$ cat src/rtl/gpio_irq_pkg.sv
`timescale 1ns/1ps
// Package: shared constants and access encoding for the GPIO port.
// Assumes one 16-byte block per register and word-aligned aliases.
package gpio_irq_pkg;
    localparam int SLOT_LSB    = 4;
    localparam int N_SLOTS     = 8;
    localparam int SLOT_W      = $clog2(N_SLOTS);
    localparam int GPIO_ADDR_W = SLOT_LSB + SLOT_W;

    // register slots; the order is the address map
    localparam int SL_DOUT = 0;
    localparam int SL_OE   = 1;
    localparam int SL_DIN  = 2;
    localparam int SL_SEL  = 3;
    localparam int SL_EN   = 4;
    localparam int SL_LEV  = 5;
    localparam int SL_POL  = 6;
    localparam int SL_STAT = 7;

    typedef enum logic [1:0] {
        ACC_RW   = 2'd0,
        ACC_SET  = 2'd1,
        ACC_CLR  = 2'd2,
        ACC_NONE = 2'd3
    } acc_e;
endpackage

$ cat src/rtl/gpio_bus_decode.sv
`timescale 1ns/1ps
// Module: gpio_bus_decode
// Splits a byte address into a register slot and an access kind.
// Produces one-hot write strobes per slot. Assumes bits [1:0] are zero.
module gpio_bus_decode
    import gpio_irq_pkg::*;
(
    input  logic [GPIO_ADDR_W-1:0] addr,
    input  logic                   wr_en,
    output logic [N_SLOTS-1:0]     do_rw,
    output logic [N_SLOTS-1:0]     do_set,
    output logic [N_SLOTS-1:0]     do_clr,
    output logic [SLOT_W-1:0]      slot
);
    acc_e       acc;
    logic [1:0] unused_lsb;

    // field extraction
    always_comb begin
        slot       = addr[SLOT_LSB +: SLOT_W];
        acc        = acc_e'(addr[3:2]);
        unused_lsb = addr[1:0];
    end

    for (genvar s = 0; s < N_SLOTS; s++) begin : g_strobe
        logic hit_slot;
        // per-slot strobe generation
        always_comb begin
            hit_slot  = wr_en && (slot == SLOT_W'(s));
            do_rw[s]  = hit_slot && (acc == ACC_RW);
            do_set[s] = hit_slot && (acc == ACC_SET);
            do_clr[s] = hit_slot && (acc == ACC_CLR);
        end
    end
endmodule

$ cat src/rtl/gpio_cfg_reg.sv
`timescale 1ns/1ps
// Module: gpio_cfg_reg
// One register with plain, set and clear write paths.
// Assumes at most one strobe is active per cycle.
module gpio_cfg_reg #(
    parameter int W = 32
) (
    input  logic         clk,
    input  logic         rst_n,
    input  logic         do_rw,
    input  logic         do_set,
    input  logic         do_clr,
    input  logic [W-1:0] wdata,
    output logic [W-1:0] q
);
    // register update with the alias semantics
    always_ff @(posedge clk) begin
        if (!rst_n)      q <= '0;
        else if (do_rw)  q <= wdata;
        else if (do_set) q <= q | wdata;
        else if (do_clr) q <= q & ~wdata;
    end


    set_no_clear_chk: assert property (@(posedge clk) disable iff (!rst_n)
        do_set |=> (($past(q) & ~q) == '0));

    clr_no_set_chk: assert property (@(posedge clk) disable iff (!rst_n)
        do_clr |=> ((q & ~$past(q)) == '0));

    idle_hold_chk: assert property (@(posedge clk) disable iff (!rst_n)
        !(do_rw || do_set || do_clr) |=> $stable(q));
endmodule

$ cat src/rtl/gpio_in_sync.sv
`timescale 1ns/1ps
// Module: gpio_in_sync
// Two-flop synchronizer for asynchronous pads, plus a one-cycle-old copy
// of the synchronized value for edge detection.
module gpio_in_sync #(
    parameter int W = 32
) (
    input  logic         clk,
    input  logic         rst_n,
    input  logic [W-1:0] pad_in,
    output logic [W-1:0] sync_q,
    output logic [W-1:0] prev_q
);
    logic [W-1:0] meta_q;

    // synchronizer chain and history stage
    always_ff @(posedge clk) begin
        if (!rst_n) begin
            meta_q <= '0;
            sync_q <= '0;
            prev_q <= '0;
        end else begin
            meta_q <= pad_in;
            sync_q <= meta_q;
            prev_q <= sync_q;
        end
    end
endmodule

$ cat src/rtl/gpio_irq_detect.sv
`timescale 1ns/1ps
// Module: gpio_irq_detect
// Per-pin trigger evaluation, sticky status and the port interrupt.
// Assumes sync/prev come from gpio_in_sync. A hit in the same cycle as a
// clear wins, so a level trigger cannot be cleared while active.
module gpio_irq_detect #(
    parameter int W = 32
) (
    input  logic         clk,
    input  logic         rst_n,
    input  logic [W-1:0] sync_in,
    input  logic [W-1:0] prev_in,
    input  logic [W-1:0] sel,
    input  logic [W-1:0] en,
    input  logic [W-1:0] lev,
    input  logic [W-1:0] pol,
    input  logic [W-1:0] clr_mask,
    output logic [W-1:0] status_q,
    output logic         irq_o
);
    logic [W-1:0] trig;
    logic [W-1:0] hit;

    for (genvar i = 0; i < W; i++) begin : g_pin
        logic rise, fall;
        // trigger selection from {polarity, level}
        always_comb begin
            rise = sync_in[i] & ~prev_in[i];
            fall = ~sync_in[i] & prev_in[i];
            case ({pol[i], lev[i]})
                2'b00:   trig[i] = fall;
                2'b01:   trig[i] = ~sync_in[i];
                2'b10:   trig[i] = rise;
                default: trig[i] = sync_in[i];
            endcase
        end
    end

    // routing gate and port interrupt
    always_comb begin
        hit   = trig & sel;
        irq_o = |(status_q & en);
    end

    // sticky status: set by hits, cleared by the clear alias
    always_ff @(posedge clk) begin
        if (!rst_n) status_q <= '0;
        else        status_q <= (status_q & ~clr_mask) | hit;
    end


    sticky_chk: assert property (@(posedge clk) disable iff (!rst_n)
        ((($past(status_q) & ~$past(clr_mask)) & ~status_q) == '0));

    route_gate_chk: assert property (@(posedge clk) disable iff (!rst_n)
        (((status_q & ~$past(status_q)) & ~$past(sel)) == '0));

    edge_needs_change_chk: assert property (@(posedge clk) disable iff (!rst_n)
        (((status_q & ~$past(status_q)) & ~$past(lev)
          & ~($past(sync_in) ^ $past(prev_in))) == '0));

    irq_has_source_chk: assert property (@(posedge clk) disable iff (!rst_n)
        irq_o |-> (status_q != '0));
endmodule

$ cat src/rtl/gpio_irq_port.sv
`timescale 1ns/1ps
// Module: gpio_irq_port (top)
// GPIO port with aliased registers, input synchronizer and pin interrupts.
// Assumes one bus access per cycle and reads that are free of side effects.
module gpio_irq_port
    import gpio_irq_pkg::*;
#(
    parameter int N_PINS = 32
) (
    input  logic                   clk,
    input  logic                   rst_n,
    input  logic                   bus_wr,
    input  logic [GPIO_ADDR_W-1:0] bus_addr,
    input  logic [N_PINS-1:0]      bus_wdata,
    output logic [N_PINS-1:0]      bus_rdata,
    input  logic [N_PINS-1:0]      pad_in,
    output logic [N_PINS-1:0]      pad_out,
    output logic [N_PINS-1:0]      pad_oe,
    output logic                   irq_out
);
    logic [N_SLOTS-1:0] do_rw, do_set, do_clr;
    logic [SLOT_W-1:0]  slot;
    logic [N_PINS-1:0]  reg_q [N_SLOTS];
    logic [N_PINS-1:0]  sync_q, prev_q, stat_q, stat_clr;
    logic               unused_strobes;

    gpio_bus_decode u_dec (
        .addr   (bus_addr),
        .wr_en  (bus_wr),
        .do_rw  (do_rw),
        .do_set (do_set),
        .do_clr (do_clr),
        .slot   (slot)
    );

    for (genvar s = 0; s < N_SLOTS; s++) begin : g_reg
        if (s == SL_DIN) begin : g_din
            assign reg_q[s] = sync_q;
        end else if (s == SL_STAT) begin : g_stat
            assign reg_q[s] = stat_q;
        end else begin : g_cfg
            gpio_cfg_reg #(.W(N_PINS)) u_reg (
                .clk    (clk),
                .rst_n  (rst_n),
                .do_rw  (do_rw[s]),
                .do_set (do_set[s]),
                .do_clr (do_clr[s]),
                .wdata  (bus_wdata),
                .q      (reg_q[s])
            );
        end
    end

    gpio_in_sync #(.W(N_PINS)) u_sync (
        .clk    (clk),
        .rst_n  (rst_n),
        .pad_in (pad_in),
        .sync_q (sync_q),
        .prev_q (prev_q)
    );

    // status is cleared only through its clear alias
    always_comb begin
        stat_clr       = do_clr[SL_STAT] ? bus_wdata : '0;
        unused_strobes = ^{do_rw[SL_DIN], do_set[SL_DIN], do_clr[SL_DIN],
                           do_rw[SL_STAT], do_set[SL_STAT]};
    end

    gpio_irq_detect #(.W(N_PINS)) u_det (
        .clk      (clk),
        .rst_n    (rst_n),
        .sync_in  (sync_q),
        .prev_in  (prev_q),
        .sel      (reg_q[SL_SEL]),
        .en       (reg_q[SL_EN]),
        .lev      (reg_q[SL_LEV]),
        .pol      (reg_q[SL_POL]),
        .clr_mask (stat_clr),
        .status_q (stat_q),
        .irq_o    (irq_out)
    );

    // read mux and pad drive
    always_comb begin
        bus_rdata = reg_q[slot];
        pad_oe    = reg_q[SL_OE];
        pad_out   = reg_q[SL_DOUT] & reg_q[SL_OE];
    end


    pad_gate_chk: assert property (@(posedge clk) disable iff (!rst_n)
        ((pad_out & ~pad_oe) == '0));
endmodule

$ cat config.mk
export PLATFORM = sky130hd
export DESIGN_NAME = gpio_irq_port
export DESIGN_NICKNAME = d
export VERILOG_FILES = /design/src/rtl/gpio_irq_pkg.sv /design/src/rtl/gpio_bus_decode.sv /design/src/rtl/gpio_cfg_reg.sv /design/src/rtl/gpio_in_sync.sv /design/src/rtl/gpio_irq_detect.sv /design/src/rtl/gpio_irq_port.sv
export SDC_FILE = /design/constraint.sdc
export NUM_CORES = 1
export LEC_CHECK = 0
export ABC_AREA = 1
export BUFFER_PORTS_ARGS = -buffer_cell sky130_fd_sc_hd__buf_2
export CORE_ASPECT_RATIO = 0.6
export CORE_MARGIN = 5
export CORE_UTILIZATION = 40
export CTS_CLUSTER_SIZE = 20
export DETAILED_ROUTE_END_ITERATION = 10
export MAX_ROUTING_LAYER = met4
export SETUP_SLACK_MARGIN = 0.4
export SKIP_CTS_REPAIR_TIMING = 1
export SYNTH_ARGS = -nofsm -noshare
export SYNTH_HDL_FRONTEND = slang
export SYNTH_SLANG_ARGS = --single-unit
$ cat constraint.sdc
create_clock -name clk -period 1.5 [get_ports clk]
set_input_delay 0.375 -clock clk [delete_from_list [all_inputs] [get_ports clk]]
set_output_delay 0.375 -clock clk [all_outputs]
set_load 0.01 [all_outputs]
; ---- Word-level counts from Yosys, hierarchy flattened
; Index checks and enable logic that the tools add are counted.
[totals]
word_cells = 352
register_bits = 320
input_bits = 74
out_inout_bits = 97
[classes]
n_eq_ne = 72
bitwise = 148
n_lt_le_gt_ge = 1
muxes = 54
reduce_logical = 67
[op_table]
columns = cell, n
row1 = 32-bit two-way mux, 21
row2 = 32-bit bitwise AND, 10
row3 = 32-bit OR, 7
row4 = 32-bit binary-select mux with 3-bit select, 1
row5 = 1-bit one-hot mux with 3 select lines, 32
row6 = 2-bit by 1-bit equality test with 1-bit output (second input constant), 33
row7 = 2-bit equality test (second input constant), 33
row8 = 2-bit logical NOT, 33
row9 = 1-bit bitwise AND, 64
row10 = 1-bit NOT, 64
row11 = 32-bit NOT, 2
row12 = 32-bit OR reduction, 1
row13 = 1-bit logical AND, 26
row14 = 3-bit nonzero test, 6
row15 = 3-bit equality test (second input constant), 4
row16 = 4-bit >= comparator (second input constant), 1
row17 = 3-bit NOT with 4-bit output, 1
row18 = 3-bit by 1-bit equality test with 1-bit output (second input constant), 1
row19 = 3-bit by 2-bit equality test with 1-bit output (second input constant), 1
row20 = 3-bit logical NOT, 1

; ---- Depth between registers and ports, before layout
[logic_depth]
word_depth = 7
ltp_mapped = 9
ltp_nobuf = 7

; ---- Hierarchy
; Synthesis repeated with hierarchy kept, for this count alone.
[hier_totals]
cells_unflattened = 3133
hier_area_um2 = 19035.8
[modules_own_cells]
columns = mod, cells_per_inst, instances, seq_area_each_um2, area_each_um2
row1 = gpio_cfg_reg, 209, 6, 640.6, 1577.8
row2 = gpio_irq_port, 982, 1, 0.0, 3981.3
row3 = gpio_in_sync, 299, 1, 1921.8, 2760.1
row4 = gpio_irq_detect, 547, 1, 640.6, 2617.5
row5 = gpio_bus_decode, 51, 1, 0.0, 210.2

; ---- Worst setup path before layout
; Ideal clock, no wire load.
[synth_path]
kind = in2out
start = input bus_addr[4]
end = output bus_rdata[10]
n_path_buf = 2
required_time_ps = 1125
path_slack_ps = -126
arrival_ps = 1251
path_stages = 7
path_cell_list = nor2_4 buf_6 clkbuf_1 nand2_1 nand4_1 nand2_1 nand2_1
[synth_between]
elab_chain_cells = 4
[synth_lines]
columns = element, line_no
row1 = start: declaration, gpio_irq_port.sv:13  ; input logic [GPIO_ADDR_W-1:0] bus_addr,
row2 = 3-bit NOT with 4-bit output (not written as such), gpio_irq_port.sv:85  ; bus_rdata = reg_q[slot];
row3 = 32-bit binary-select mux with 3-bit select, gpio_irq_port.sv:85
row4 = 32-bit two-way mux (not written as such) (2 in a row), gpio_irq_port.sv:85
row5 = end: declaration, gpio_irq_port.sv:15  ; output logic [N_PINS-1:0] bus_rdata,
; No other way between the ends. The select of a mux whose other input is x is not followed.

==> metrics.txt <==
# TYPE chip_impl_metric gauge
chip_impl_info{name="critical_path_start_end_classification",value="reg -> out"} 1
chip_impl_info{name="ys_top_cells_by_area",value="dfxtp_1 41%, nand2_1 25%, a21oi_1 7.1%, o211ai_1 6.1%, inv_1 5.0%"} 1
chip_impl_metric{name="grt_remaining_overflow",unit=""} 0
chip_impl_metric{name="worstPathMaxFanout",unit=""} 2
chip_impl_metric{name="report.final.slew_viol_count",unit=""} 0
chip_impl_metric{name="drt.antenna.violating_nets",unit=""} 0
chip_impl_metric{name="via_per_instance_ratio",unit=""} 5.37
chip_impl_metric{name="leak_pwr",unit="nW"} 9.30
chip_impl_metric{name="clk_path_buf_depth",unit=""} 3
chip_impl_metric{name="io_buffer_count",unit=""} 168
chip_impl_metric{name="row_count",unit=""} 56
chip_impl_info{name="clock_tree_from_tritoncts",value="yes"} 1
chip_impl_metric{name="finalClockSkew",unit="ps"} 9.01
chip_impl_info{name="critical_path.startpoint_type",value="flip-flop"} 1
chip_impl_info{name="cp-end-kind",value="output pin"} 1
chip_impl_metric{name="synthCells",unit=""} 2410
chip_impl_metric{name="vdd_ir_drop_max",unit="mV"} 0.644
chip_impl_metric{name="design.core.area",unit="µm²"} 39000
chip_impl_metric{name="die_h",unit="µm"} 164
chip_impl_metric{name="initial_utilization",unit="%"} 40.4
chip_impl_metric{name="chipWidth",unit="µm"} 266
chip_impl_info{name="dominantRegCellSynth",value="dfxtp_1"} 1
chip_impl_info{name="violated_checks",value="negative setup slack"} 1
chip_impl_metric{name="number_of_instances_in_the_placed_design",unit=""} 3091
chip_impl_info{name="synth.most_common_cell",value="nand2_1"} 1
chip_impl_info{name="outcome",value="finished with violations"} 1
chip_impl_metric{name="synth_sequential_area_ratio",unit="%"} 40.7
chip_impl_metric{name="slew-limit-headroom",unit="%"} 75.3
chip_impl_metric{name="global_route_usage_over_all_layers",unit="%"} 25.3
chip_impl_metric{name="antenna_found_initial",unit=""} 1
chip_impl_metric{name="synth_async_sr_flop_share",unit="%"} 0
chip_impl_metric{name="route.final.wire_length",unit="µm"} 59300
chip_impl_metric{name="grt_pass1_wl",unit="µm"} 86200
chip_impl_metric{name="cts.sinks",unit=""} 320
chip_impl_metric{name="final.period_utilization",unit="%"} 136
chip_impl_metric{name="dr.first_iter.drc_count",unit=""} 1679
chip_impl_metric{name="max_slew.worst_pin.slew",unit="ps"} 369
chip_impl_metric{name="design_power_total",unit="W"} 0.0200
chip_impl_metric{name="dp_slack",unit="ps"} -542
chip_impl_metric{name="drive_above_1_share",unit="%"} 26.8
chip_impl_metric{name="reg2reg_setup_slack",unit="ps"} 540
chip_impl_metric{name="power_density",unit="nW/µm²"} 939
chip_impl_info{name="cts_root_buffer",value="clkbuf_16"} 1
chip_impl_metric{name="synth_fp_nets",unit=""} 2484
chip_impl_metric{name="ys_seq_elements",unit=""} 320
chip_impl_metric{name="worst_skew_pair.late_latency",unit="ps"} 540
chip_impl_metric{name="pin_count",unit=""} 171
chip_impl_metric{name="yosysWarnings",unit=""} 0
chip_impl_metric{name="cts.htree.levels",unit=""} 2
chip_impl_metric{name="drt-pass1-iter-count",unit=""} 7
chip_impl_info{name="rr_endpoint",value="u_det.status_q[15]"} 1
chip_impl_metric{name="synth-edff-count",unit=""} 0
chip_impl_metric{name="reg2reg_depth",unit=""} 7
chip_impl_metric{name="residual_drc",unit=""} 0
chip_impl_metric{name="via_count",unit=""} 17100
chip_impl_metric{name="finalCriticalPeriod",unit="ps"} 2030
chip_impl_metric{name="tns",unit="ps"} -12320
chip_impl_metric{name="detail_route.wl_per_cell",unit="µm"} 18.6
chip_impl_metric{name="detailed_place_hpwl",unit="µm"} 37500
chip_impl_metric{name="required_time_at_the_worst_slack_endpoint",unit="ps"} 1120
chip_impl_metric{name="yosys.area.top_type_share",unit="%"} 40.7
chip_impl_metric{name="syn_avg_cell_area",unit="µm²"} 6.53
chip_impl_info{name="min_path_type",value="in -> reg"} 1
chip_impl_info{name="post_synth_most_frequent_cells",value="1063 x nand2_1, 320 x dfxtp_1, 224 x a21oi_1"} 1
chip_impl_metric{name="setup_viol",unit=""} 46
chip_impl_info{name="synth_area_leader",value="dfxtp_1"} 1
chip_impl_metric{name="first_global_vias",unit=""} 15500
chip_impl_metric{name="fp.dieArea",unit="µm²"} 43600
chip_impl_metric{name="timing.critical_path.arrival",unit="ps"} 1660
chip_impl_metric{name="drv.max_cap_violation_count",unit=""} 0
chip_impl_metric{name="number_of_buffers_created_by_cts",unit=""} 34
chip_impl_metric{name="synth.cell_area",unit="µm²"} 15700
chip_impl_metric{name="final_cells",unit=""} 3192
chip_impl_info{name="cp-endpoint",value="irq_out"} 1
chip_impl_metric{name="maximum_number_of_pins_on_one_net_before_global_route_repair",unit=""} 76
chip_impl_metric{name="layout.nets",unit=""} 2720
chip_impl_metric{name="gp_congestion",unit=""} 0.855
chip_impl_metric{name="achievable_frequency",unit="GHz"} 0.492
chip_impl_metric{name="syn_to_final_growth",unit="%"} 35.5
chip_impl_metric{name="yosys.cell_types.count",unit=""} 22
chip_impl_metric{name="fin_ws",unit="ps"} -533
chip_impl_metric{name="finalHoldViolCount",unit=""} 0
chip_impl_info{name="rsz0062_at_grt",value="true"} 1
chip_impl_metric{name="clkSlewWorstSetupHoldPaths",unit="ps"} 60
==> worst max-delay path: stages (launching register included) <==
cell and delay, ps:
dfxtp_2 320, nand2_2 60, o21ai_1 60, nor2_1 160
nand2_2 110, nor2_4 130, buf_6 120, nand2_4 50
buf_6 110
==> report_power, final <==
| part | internal [W] | switching (W) | total [W] |
|---|---|---|---|
| combinational | 0.000793 | 0.00134 | 0.00213 |
| sequential | 0.00864 | 0.000134 | 0.00877 |
| clock | 0.00550 | 0.00363 | 0.00913 |
==> cells by family (layout without fill, tap and decap cells) <==
group	count (synthesis)	in the layout	share of synthesized area, %
AOI/OAI and AO/OA	468	468	17.4
and+or+nand+nor	1231	1231	30.8
other	0	1	0
buffers and inverters	391	650	11.2
DFF	320	320	40.7
==> routing by layer <==
layer  share of wire (%)  vias up  routed length (µm)  global-route usage (%)
li1                    -     8172                   -                       -
met1                  44     8059               26200                    34.9
met2                  45      784               26600                    38.1
met3                 8.5      118                5040                    4.32
met4                 2.5        0                1480                    7.44
met5                   0        -                   0                       -
==> stage by stage <==
stage / hold WS, ps / util [%] / cell area (µm²)
after floorplan: 390 / - / 16200
after global placement: 395 / 47.0 / 18300
after detailed placement: 397 / 47.0 / 18300
after CTS: 5.83 / 50.1 / 19500
after global routing: 13.1 / 54.8 / 21300
final: 21.4 / 54.8 / 21300
==> worst min path at each step <==
| stage | slack [ps] | to | from | depth (start not counted) |
|---|---|---|---|---|
| 4_1_cts | 6 | u_sync.meta_q[26] | pad_in[26] | 3 |
| 5_1_grt | 10 | u_sync.meta_q[10] | pad_in[10] | 3 |
| 2_1_floorplan | 390 | u_sync.sync_q[0] | u_sync.meta_q[0] | 2 |
| 6_report | 20 | u_sync.meta_q[14] | pad_in[14] | 3 |
| 3_5_place_dp | 400 | u_sync.sync_q[30] | u_sync.meta_q[30] | 2 |
| 3_3_place_gp | 400 | u_sync.sync_q[29] | u_sync.meta_q[29] | 2 |
==> cell type report <==
class / instances / area (µm²)
Multi-Input combinational cell: 1699 / 8200
Timing Repair inverter: 3 / 41.3
Clock buffer: 54 / 1130
Tap cell: 522 / 653
Inverter: 217 / 895
Fill cell: 3757 / 17600
Sequential cell: 320 / 6580
Antenna cell: 1 / 2.50
Timing Repair Buffer: 371 / 3760
Clock inverter: 5 / 77.6
==> cell usage in the layout (no fill, tap or decap), drive strengths merged <==
cell type	synthesis	layout
a21oi	224	224
a22oi	28	28
buf	119	358
bufinv	0	2
clkbuf	55	67
clkinv	0	6
clkinvlp	0	1
dfxtp	320	320
diode	0	1
inv	217	216
nand2	1066	1066
nand3	35	35
nand4	46	46
nor2	83	83
o211ai	128	128
o21ai	82	82
o22ai	6	6
or2	1	1
Note: power is estimated with default switching activity, not from simulation.
